==> src/rtl/rx_hec_pkg.sv <==
package rx_hec_pkg;
  localparam int CELL_BYTES = 53;
  localparam int HDR_BYTES  = 4;
  localparam int PAY_BYTES  = 48;
  localparam int CW_BITS    = 40;

  // CRC-8, generator x^8+x^2+x+1, msb first, zero start
  function automatic logic [7:0] crc8_hdr(input logic [31:0] h);
    logic [7:0] c;
    logic       fb;
    c = 8'h00;
    for (int i = 31; i >= 0; i--) begin
      fb = c[7] ^ h[i];
      c  = {c[6:0], 1'b0};
      if (fb) c = c ^ 8'h07;
    end
    return c;
  endfunction

  // syndrome produced by a single flipped bit at codeword position p
  function automatic logic [7:0] syn_of_pos(input int p);
    logic [39:0] e;
    e = 40'd1 << p;
    return crc8_hdr(e[39:8]) ^ e[7:0];
  endfunction
endpackage

==> src/rtl/rx_hec_check.sv <==
module rx_hec_check
  import rx_hec_pkg::*;
(
  input  logic [31:0] hdr_i,
  input  logic [7:0]  hec_i,
  input  logic [7:0]  coset_i,
  output logic [31:0] hdr_o,
  output logic        corr_o,
  output logic        bad_o
);
  logic [7:0]         syn;
  logic [CW_BITS-1:0] hit;

  assign syn = crc8_hdr(hdr_i) ^ hec_i ^ coset_i;

  for (genvar p = 0; p < CW_BITS; p++) begin : g_pos
    localparam logic [7:0] SYN_P = syn_of_pos(p);
    assign hit[p] = (syn == SYN_P);
  end

  assign corr_o = |hit;
  assign bad_o  = (syn != 8'h00) && !corr_o;
  assign hdr_o  = hdr_i ^ hit[CW_BITS-1:8];
endmodule

==> src/rtl/rx_cell_filter.sv <==
module rx_cell_filter (
  input  logic [31:0] hdr_i,
  input  logic        bad_i,
  input  logic        hec_en_i,
  input  logic        idle_en_i,
  input  logic        user_en_i,
  input  logic [31:0] user_val_i,
  input  logic [31:0] user_mask_i,
  output logic        drop_o,
  output logic        drop_hec_o,
  output logic        drop_idle_o,
  output logic        drop_user_o
);
  logic idle_m, user_m;

  assign idle_m = (hdr_i[31:1] == 31'd0);
  assign user_m = (((hdr_i ^ user_val_i) & user_mask_i) == 32'd0);

  assign drop_hec_o  = hec_en_i & bad_i;
  assign drop_idle_o = idle_en_i & idle_m & !drop_hec_o;
  assign drop_user_o = user_en_i & user_m & !drop_hec_o & !drop_idle_o;
  assign drop_o      = drop_hec_o | drop_idle_o | drop_user_o;
endmodule

==> src/rtl/rx_descrambler.sv <==
module rx_descrambler #(
  parameter int TAP = 43
) (
  input  logic       clk_i,
  input  logic       rst_ni,
  input  logic       adv_i,
  input  logic       en_i,
  input  logic [7:0] byte_i,
  output logic [7:0] byte_o
);
  logic [TAP-1:0] sr_q, sr_d;
  logic [7:0]     plain;

  always_comb begin
    sr_d  = sr_q;
    plain = 8'h00;
    for (int i = 7; i >= 0; i--) begin
      plain[i] = byte_i[i] ^ sr_d[TAP-1];
      sr_d     = {sr_d[TAP-2:0], byte_i[i]};
    end
  end

  assign byte_o = en_i ? plain : byte_i;

  always_ff @(posedge clk_i or negedge rst_ni) begin
    if (!rst_ni)    sr_q <= '0;
    else if (adv_i) sr_q <= sr_d;
  end
endmodule

==> src/rtl/rx_sat_counters.sv <==
module rx_sat_counters #(
  parameter int N     = 4,
  parameter int CNT_W = 16
) (
  input  logic                      clk_i,
  input  logic                      rst_ni,
  input  logic [N-1:0]              inc_i,
  output logic [N-1:0][CNT_W-1:0]   cnt_o
);
  for (genvar g = 0; g < N; g++) begin : g_cnt
    always_ff @(posedge clk_i or negedge rst_ni) begin
      if (!rst_ni)                            cnt_o[g] <= '0;
      else if (inc_i[g] && (cnt_o[g] != '1)) cnt_o[g] <= cnt_o[g] + 1'b1;
    end
  end
endmodule

==> src/rtl/rx_hec_filter.sv <==
module rx_hec_filter
  import rx_hec_pkg::*;
#(
  parameter int CNT_W = 16
) (
  input  logic             clk_i,
  input  logic             rst_ni,
  input  logic             byte_valid_i,
  input  logic             byte_sop_i,
  input  logic [7:0]       byte_i,
  input  logic             descr_en_i,
  input  logic             hec_drop_en_i,
  input  logic             idle_drop_en_i,
  input  logic             user_drop_en_i,
  input  logic [7:0]       coset_i,
  input  logic [31:0]      user_val_i,
  input  logic [31:0]      user_mask_i,
  output logic             hdr_we_o,
  output logic [31:0]      hdr_o,
  output logic             pay_we_o,
  output logic [5:0]       pay_idx_o,
  output logic [7:0]       pay_o,
  output logic [CNT_W-1:0] cnt_corr_o,
  output logic [CNT_W-1:0] cnt_hec_o,
  output logic [CNT_W-1:0] cnt_idle_o,
  output logic [CNT_W-1:0] cnt_user_o
);
  localparam int IDX_W = $clog2(CELL_BYTES + 1);
  localparam logic [IDX_W-1:0] LAST_IDX = IDX_W'(CELL_BYTES - 1);
  localparam logic [IDX_W-1:0] HEC_IDX  = IDX_W'(HDR_BYTES);
  localparam int N_CNT = 4;

  logic [IDX_W-1:0] idx_q, cur_idx;
  logic             active_q, keep_q;
  logic [31:0]      hdr_sh_q;
  logic             take, is_hdr, is_hec, is_pay;

  logic [31:0] hdr_fix;
  logic        corr, bad;
  logic        drop, drop_hec, drop_idle, drop_user;
  logic [7:0]  pay_plain;
  logic [N_CNT-1:0]            cnt_inc;
  logic [N_CNT-1:0][CNT_W-1:0] cnt;

  assign take    = byte_valid_i && (byte_sop_i || active_q);
  assign cur_idx = byte_sop_i ? '0 : idx_q;
  assign is_hdr  = take && (cur_idx < HEC_IDX);
  assign is_hec  = take && (cur_idx == HEC_IDX);
  assign is_pay  = take && (cur_idx > HEC_IDX);

  rx_hec_check u_chk_hec (
    .hdr_i   (hdr_sh_q),
    .hec_i   (byte_i),
    .coset_i (coset_i),
    .hdr_o   (hdr_fix),
    .corr_o  (corr),
    .bad_o   (bad)
  );

  rx_cell_filter u_filt (
    .hdr_i       (hdr_fix),
    .bad_i       (bad),
    .hec_en_i    (hec_drop_en_i),
    .idle_en_i   (idle_drop_en_i),
    .user_en_i   (user_drop_en_i),
    .user_val_i  (user_val_i),
    .user_mask_i (user_mask_i),
    .drop_o      (drop),
    .drop_hec_o  (drop_hec),
    .drop_idle_o (drop_idle),
    .drop_user_o (drop_user)
  );

  rx_descrambler #(.TAP(43)) u_descr (
    .clk_i  (clk_i),
    .rst_ni (rst_ni),
    .adv_i  (is_pay),
    .en_i   (descr_en_i),
    .byte_i (byte_i),
    .byte_o (pay_plain)
  );

  assign cnt_inc = {is_hec & drop_user, is_hec & drop_idle,
                    is_hec & drop_hec,  is_hec & corr};

  rx_sat_counters #(.N(N_CNT), .CNT_W(CNT_W)) u_cnt (
    .clk_i  (clk_i),
    .rst_ni (rst_ni),
    .inc_i  (cnt_inc),
    .cnt_o  (cnt)
  );

  assign cnt_corr_o = cnt[0];
  assign cnt_hec_o  = cnt[1];
  assign cnt_idle_o = cnt[2];
  assign cnt_user_o = cnt[3];

  // cell position tracking
  always_ff @(posedge clk_i or negedge rst_ni) begin
    if (!rst_ni) begin
      idx_q    <= '0;
      active_q <= 1'b0;
      hdr_sh_q <= '0;
      keep_q   <= 1'b0;
    end else if (take) begin
      idx_q    <= cur_idx + 1'b1;
      active_q <= (cur_idx != LAST_IDX);
      if (is_hdr)          hdr_sh_q <= {hdr_sh_q[23:0], byte_i};
      if (byte_sop_i)      keep_q   <= 1'b0;
      else if (is_hec)     keep_q   <= !drop;
    end
  end

  // buffer write side
  always_ff @(posedge clk_i or negedge rst_ni) begin
    if (!rst_ni) begin
      hdr_we_o  <= 1'b0;
      hdr_o     <= '0;
      pay_we_o  <= 1'b0;
      pay_idx_o <= '0;
      pay_o     <= '0;
    end else begin
      hdr_we_o <= is_hec && !drop;
      pay_we_o <= is_pay && keep_q;
      if (is_hec) hdr_o <= hdr_fix;
      if (is_pay) begin
        pay_idx_o <= 6'(cur_idx - HEC_IDX - 1'b1);
        pay_o     <= pay_plain;
      end
    end
  end
endmodule

==> config.mk <==
export PLATFORM = sky130hd
export DESIGN_NAME = rx_hec_filter
export DESIGN_NICKNAME = d
export VERILOG_FILES = /design/src/rtl/rx_hec_pkg.sv /design/src/rtl/rx_hec_check.sv /design/src/rtl/rx_cell_filter.sv /design/src/rtl/rx_descrambler.sv /design/src/rtl/rx_sat_counters.sv /design/src/rtl/rx_hec_filter.sv
export SDC_FILE = /design/constraint.sdc
export NUM_CORES = 1
export LEC_CHECK = 0
export ABC_CLOCK_PERIOD_IN_PS = 12500
export BUFFER_PORTS_ARGS = -buffer_cell sky130_fd_sc_hd__buf_2
export CAP_MARGIN = 40
export CORE_ASPECT_RATIO = 0.9
export CORE_MARGIN = 4
export CORE_UTILIZATION = 24
export CTS_BUF_LIST = sky130_fd_sc_hd__clkbuf_16
export DETAILED_ROUTE_END_ITERATION = 6
export HOLD_SLACK_MARGIN = 0.03
export SYNTH_ARGS = -nofsm -noshare
export SYNTH_HDL_FRONTEND = slang
export SYNTH_HIERARCHICAL = 1
export SYNTH_SLANG_ARGS = --single-unit
export TNS_END_PERCENT = 50
==> constraint.sdc <==
create_clock -name clk_i -period 12.5 [get_ports clk_i]
set_input_delay 0.625 -clock clk_i [delete_from_list [all_inputs] [get_ports clk_i]]
set_output_delay 0.625 -clock clk_i [all_outputs]
set_load 0.02 [all_outputs]
Word level (Yosys, flattened, before mapping)
Cells that the tools add are included.
{"block": "classes", "multipliers": 0, "mux": 36, "order_cmp": 2, "div": 0, "n_eq_ne": 46, "shift": 0, "addsub": 7, "bitwise_logic": 87, "n_reduce_logical": 23}
{"op": "equality test 8 bit (second input constant)", "n": 14}
{"op": "two-way mux 3 bit", "n": 32}
{"op": "inverter 3 bit", "n": 31}
{"op": "equality test 8 x 7 -> 1 bit (second input constant)", "n": 10}
{"op": "adder 16 x 1 -> 16 bit (second input constant)", "n": 4}
{"op": "inequality test 16 bit (second input constant)", "n": 4}
{"op": "XOR 32 bit", "n": 2}
{"op": "equality test 8 x 6 -> 1 bit (second input constant)", "n": 5}
{"op": "OR reduction 40 bit", "n": 1}
{"op": "XOR 1 bit", "n": 34}
{"op": "AND 32 bit", "n": 1}
{"op": "equality test 8 x 5 -> 1 bit (second input constant)", "n": 4}
{"op": "logical NOT 32 bit", "n": 1}
{"op": "logical NOT 31 bit", "n": 1}
{"op": "equality test 8 x 4 -> 1 bit (second input constant)", "n": 3}
{"op": "equality test 8 x 3 -> 1 bit (second input constant)", "n": 2}
{"op": "XOR 8 bit", "n": 2}
{"op": "logical AND 1 bit", "n": 11}
{"op": "AND 1 bit", "n": 10}
{"op": "equality test 8 x 1 -> 1 bit (second input constant)", "n": 1}
{"op": "equality test 8 x 2 -> 1 bit (second input constant)", "n": 1}
{"op": "two-way mux 8 bit", "n": 1}
{"op": "nonzero test 8 bit", "n": 1}
{"op": "adder 6 x 1 -> 6 bit (second input constant)", "n": 1}
{"op": "other kinds (14)", "n": 24}
{"block": "totals", "reg_bits": 195, "out_inout_bits": 112, "romBits": 0, "ramBits": 0, "input_bits": 88, "latch_bits": 0, "mem_count": 0, "wordCells": 215}

Depth between registers and ports, before layout
{"block": "logic_depth", "word_depth": 78, "ltp_mapped": 21}

Cells and area by module
The synthesis kept the hierarchy.
{"module": "rx_hec_filter", "instances": 1, "cells_per_inst": 242, "area_per_inst_um2": 3568.4, "seq_area_each_um2": 2202.1}
{"module": "rx_sat_counters", "instances": 1, "cells_per_inst": 288, "area_per_inst_um2": 3139.3, "seq_area_each_um2": 1601.5}
{"module": "rx_hec_check", "instances": 1, "cells_per_inst": 288, "area_per_inst_um2": 2685.1, "seq_area_each_um2": 0.0}
{"module": "rx_descrambler", "instances": 1, "cells_per_inst": 108, "area_per_inst_um2": 1906.8, "seq_area_each_um2": 1076.0}
{"module": "rx_cell_filter", "instances": 1, "cells_per_inst": 69, "area_per_inst_um2": 534.3, "seq_area_each_um2": 0.0}

Worst setup path before layout
Ideal clock, no wire load.
{"block": "synth_timing", "kind": "register to register", "start": "reg hdr_sh_q[30]", "end": "reg u_cnt/cnt_o[59] (netlist name)", "path_stages_with_launch": 20, "setup_slack_ns": 7.196, "t_required_ns": 12.375, "n_path_buf": 1, "arrival_time_ns": 5.179, "setup_time_ns": 0.125, "synth_period_minus_slack_ns": 5.304, "cell_sequence": "dfrtp_1 > buf_2 > xor3_2 > xor3_2 > xnor3_2 > xor2_1 > nand3_1 > and2_4 > or2_2 > or2_2 > xnor2_1 > xor2_1 > a22oi_1 > nand4_1 > or3_1 > nor4_2 > and2_1 > nand4_1 > nor4_1 > mux2_2"}
{"block": "synth_between", "word_cells_on_any_way": 134}
{"item": "start, declared", "line_no": "rx_hec_filter.sv:35", "source": "logic [31:0] hdr_sh_q;"}
{"item": "start signal, assigned", "line_no": "rx_hec_filter.sv:108", "source": "if (is_hdr) hdr_sh_q <= {hdr_sh_q[23:0], byte_i};"}
{"item": "XOR 1 bit *", "line_no": "rx_hec_pkg.sv:13", "source": "fb = c[7] ^ h[i];"}
{"item": "two-way mux 3 bit *", "line_no": "rx_hec_pkg.sv:15", "source": "if (fb) c = c ^ 8'h07;"}
{"item": "inverter 3 bit (no source line)"}
{"item": "two-way mux 3 bit", "line_no": "rx_hec_pkg.sv:15"}
{"item": "inverter 3 bit (no source line)"}
{"item": "two-way mux 3 bit", "line_no": "rx_hec_pkg.sv:15"}
{"item": "XOR 1 bit", "line_no": "rx_hec_pkg.sv:13"}
{"item": "two-way mux 3 bit", "line_no": "rx_hec_pkg.sv:15"}
{"item": "[20 not listed]"}
{"item": "net hdr_fix[27]", "line_no": "rx_hec_filter.sv:38", "source": "logic [31:0] hdr_fix;"}
{"item": "[1 not listed]"}
{"item": "AND 32 bit", "line_no": "rx_cell_filter.sv:17", "source": "assign user_m = (((hdr_i ^ user_val_i) & user_mask_i) == 32'd0);"}
{"item": "logical NOT 32 bit", "line_no": "rx_cell_filter.sv:17"}
{"item": "AND 1 bit (2 in series)", "line_no": "rx_cell_filter.sv:21", "source": "assign drop_user_o = user_en_i & user_m & !drop_hec_o & !drop_idle_o;"}
{"item": "AND 1 bit *", "line_no": "rx_cell_filter.sv:21"}
{"item": "net drop_user", "line_no": "rx_hec_filter.sv:40", "source": "logic drop, drop_hec, drop_idle, drop_user;"}
{"item": "AND 1 bit *", "line_no": "rx_hec_filter.sv:83", "source": "assign cnt_inc = {is_hec & drop_user, is_hec & drop_idle,"}
{"item": "net cnt_inc[3]", "line_no": "rx_hec_filter.sv:42", "source": "logic [N_CNT-1:0] cnt_inc;"}
{"item": "logical AND 1 bit *", "line_no": "rx_sat_counters.sv:13", "source": "else if (inc_i[g] && (cnt_o[g] != '1)) cnt_o[g] <= cnt_o[g] + 1'b1;"}
{"item": "end signal, assigned by index", "line_no": "rx_sat_counters.sv:12", "source": "if (!rst_ni) cnt_o[g] <= '0;"}
{"item": "end, declared", "line_no": "rx_sat_counters.sv:8", "source": "output logic [N-1:0][CNT_W-1:0] cnt_o"}
Mark *: on every way through the listed nets, which the timed path passes. The rest lies on a longest branch.
A chain may end at the register's enable or synchronous reset.

Final worst setup path
{"block": "layout_timing", "start": "reg hdr_sh_q[31]", "end": "reg u_cnt/cnt_o[63] (netlist name)"}
{"block": "layout_between", "word_cells_on_any_way": 136}
{"item": "two-way mux 3 bit *", "line_no": "rx_hec_pkg.sv:15"}
{"item": "inverter 3 bit (no source line) or XOR 1 bit (tied branches)"}
{"item": "two-way mux 3 bit", "line_no": "rx_hec_pkg.sv:15"}
{"item": "XOR 1 bit or inverter 3 bit (tied branches)"}
{"item": "two-way mux 3 bit", "line_no": "rx_hec_pkg.sv:15"}
{"item": "inverter 3 bit (no source line) or XOR 1 bit (tied branches)"}
{"item": "two-way mux 3 bit", "line_no": "rx_hec_pkg.sv:15"}
{"item": "inverter 3 bit (no source line) or XOR 1 bit (tied branches)"}
{"item": "[19 not listed]"}
{"item": "net hdr_fix[6]", "line_no": "rx_hec_filter.sv:38"}
{"item": "[1 not listed]"}
{"item": "AND 32 bit", "line_no": "rx_cell_filter.sv:17"}
{"item": "logical NOT 32 bit", "line_no": "rx_cell_filter.sv:17"}
{"item": "AND 1 bit (2 in series)", "line_no": "rx_cell_filter.sv:21"}
{"item": "AND 1 bit *", "line_no": "rx_cell_filter.sv:21"}
{"item": "net drop_user", "line_no": "rx_hec_filter.sv:40"}
{"item": "AND 1 bit *", "line_no": "rx_hec_filter.sv:83"}
{"item": "net cnt_inc[3]", "line_no": "rx_hec_filter.sv:42"}
{"item": "logical AND 1 bit *", "line_no": "rx_sat_counters.sv:13"}
Marked as above.

==> summary.md <==
| Metric | Value |
|---|---|
| Status | `complete, no violations` |
| Final Core Density | `28.98%` |
| Gr usage total | `12.65%` |
| Post-Route WL | `33.86 mm` |
| Ys flop type | `dfrtp_1` |
| Max Clock Freq | `153.7 MHz` |
| Die area | `52,930 um2` |
| Synth area leader | `dfrtp_1` |
| Setup crit end kind | `flop` |
| CP Launch Type | `flop` |
| Top-area cell type share of the netlist area | `41.23%` |
| Top Ports | `200` |
| Async SR Flop Fraction | `100.0%` |
| Drt via density | `4.734` |
| Clock sinks | `195` |
| Tmin final | `6.505 ns` |
| WL per Instance | `18.54 um` |
| Commonest cells after routing, fill and taps aside | `buf_2, dfrtp_1, xor2_1, mux2_2, xnor2_1` |
| Congestion Overflow GR | `0` |
| Seq cells post-synth | `195` |
| Pre-antenna DRT Iters | `5` |
| Clock buffer depth | `2` |
| Area contributors post-synth | `dfrtp_1, mux2_2, xor2_1, xnor2_1, mux2_4` |
| Setup violators final | `0` |
| Commonest non-fill, non-tap cell in the layout | `buf_2` |
| Layout cells sized above 1 | `35.05%` |
| Area of the mapped netlist | `11,830 um2` |
| Critical path, cell by cell | `xor3_2 > xor2_4 > xnor3_1 > xnor3_1 > mux2_4 > or2_2 > nor3b_1 > xor2_1 > xor2_1 > a22oi_1 > nand4_1 > or3_1 > nor4_2 > and2_1 > nand4_1 > nor4_1 > nor3b_1 > xor2_1` |
| Library cells used by synthesis | `82` |
| Slowest cell delay on critical path | `0.73 ns` |
| Data arrival, critical path | `6.88 ns` |
| Die X | `242.1 um` |
| Synth-to-Final Area Change | `18.29%` |
| Syn_nets | `1,088` |
| CP Class | `flop to flop` |
| CTS root buf | `clkbuf_16` |
| GP Congestion | `0.9121` |
| Post-route setup slack | `5.995 ns` |
| Initial drt markers | `733` |
| Hold crit path type | `input port to async pin` |
| # DRC | `0` |
| Setup_tns | `0 ns` |
| Slowest-stage cell, CP | `xnor3_1` |
| Syn avg cell area | `11.89 um2` |
| Initial Util | `24.50%` |
| Max Clock Skew | `0.01485 ns` |
| Vias | `8,644` |
| IO buf count | `199` |
| Ys Warns | `6` |
| RSZ-0062 raised after global routing | `false` |
| Worst Path Required | `12.87 ns` |
| Final Slew Violations | `0` |
| Filler cells | `5,041` |
| First-pass GRT wire length | `52.33 mm` |
| Row Count | `76` |
| TritonCTS buffer count | `17` |
| Worst-Skew Late Latency | `0.46 ns` |
| Fin crit share | `52.04%` |
| Worst slew margin | `41.15%` |
| CTS hold repair buffers | `0` |
| Postcts setup bufs | `0` |
| Final hold violation count | `0` |
| Antenna-violating nets left | `0` |
| Initial antenna violation count | `4` |
| Nets | `1,281` |
| Hold WS | `0.1432 ns` |
| CTS tree | `yes` |
| Number of synthesized flops with an enable pin | `0` |
| Vias in the first global route | `8,629` |
| Post-DP HPWL | `26.64 mm` |
| Clock transition at the registers of the reported paths | `0.07 ns` |
| Largest net degree at the start of global routing | `64` |
| Core Region | `48,310 um2` |
| Max Cap Viol | `0` |
| DP Worst Slack | `6.000 ns` |
| H-tree levels | `4` |
| Critical Path Fanout Max | `11` |
| Die Span Y | `218.7 um` |
| Slew @ Worst Pin | `0.8735 ns` |
| Most used cell, CP | `xor2_1` |
| Post-Synthesis Cells | `995` |
| Seq/Total Area, Yosys | `41.23%` |
| Post-cts repair resize count | `0` |
-- state kept, by name, summed over array words and instances (netlist names) --
| signal | cells |
|---|---|
| pay_idx_o | 6 |
| keep_q | 1 |
| active_q | 1 |
| hdr_o | 32 |
| idx_q | 6 |
| pay_we_o | 1 |
| hdr_we_o | 1 |
| u_descr/sr_q | 43 |
| hdr_sh_q | 32 |
| pay_o | 8 |
| u_cnt/cnt_o | 64 |
-- critical path, delay by kind of cell (launching register included) --
family / cells / cell delay [ns]
AOI/OAI and AO/OA: 1 / 0.21
xor gates and xnor gates: 7 / 2.78
DFF: 1 / 0.44
muxes: 1 / 0.40
and+or+nand+nor: 9 / 2.61
-- cell usage after synthesis (all sizes together), types with 5 or more instances --
| master | number |
|---|---|
| dfrtp | 195 |
| mux2 | 136 |
| xor2 | 100 |
| xnor2 | 93 |
| nand2 | 53 |
| nor2 | 42 |
| nand3 | 40 |
| nand4 | 33 |
| buf | 26 |
| nor3 | 25 |
| nor4 | 21 |
| and2 | 19 |
| xnor3 | 19 |
| a21oi | 16 |
| a22oi | 14 |
| and3 | 14 |
| o21ai | 13 |
| inv | 9 |
| mux2i | 9 |
| or2 | 9 |
| or3 | 9 |
| and4 | 8 |
| clkbuf | 7 |
| nor2b | 7 |
| a31oi | 5 |
| ha | 5 |
| nor3b | 5 |
| o21a | 5 |
| xor3 | 5 |
-- through the flow --
stage / area [um2] / std cells
global route: 14000 / 1826
detailed placement: 13450 / 1793
finish: 14000 / 1826
floorplan: 11830 / 995
CTS: 14000 / 1825
global placement: 13410 / 1791
-- layout make-up --
type | count | area, um2 | area share [%]
clock buffer | 17 | 425.4 | 3.039
timing repair buffer | 207 | 1082 | 7.732
clock inverter | 15 | 123.9 | 0.8849
sequential | 195 | 4880 | 34.86
multi-input combinational | 758 | 6670 | 47.65
inverter | 9 | 33.78 | 0.2413
antenna | 1 | 2.502 | 0.01788
tap | 624 | 780.7 | 5.577
-- cells by family after synthesis --
family / synth area share [%]
AND/OR/NAND/NOR: 14.53
multiplexers: 15.00
adder cells (fa/ha/maj): 0.5287
XOR/XNOR: 20.53
AO/OA/AOI/OAI: 5.678
flip-flops: 41.23
buffers and inverters: 2.495
-- path summary, 6_finish.rpt --
kind	start	to	slack, ns	cells past startpoint
setup reg to reg	hdr_sh_q[31]	u_cnt/cnt_o[63]	5.99	18
hold / removal	rst_ni	pay_idx_o[3]	0.14	1
min in group clk_i	hdr_o[19]	hdr_o[19]	0.49	1
max in group asynchronous	rst_ni	u_cnt/cnt_o[19]	10.51	4
setup / recovery	hdr_sh_q[31]	u_cnt/cnt_o[63]	5.99	18
hold reg to reg	hdr_o[19]	hdr_o[19]	0.49	1
-- layer usage --
metal | global-route usage (%) | wire (um)
met2 | 18.97 | 14920
met4 | 2.728 | 474
met5 | 0 | 41
met1 | 17.98 | 16090
met3 | 3.901 | 2334
Power is not shown: default switching activity piles up to over one toggle a cycle in this logic, so the estimate is an artifact.
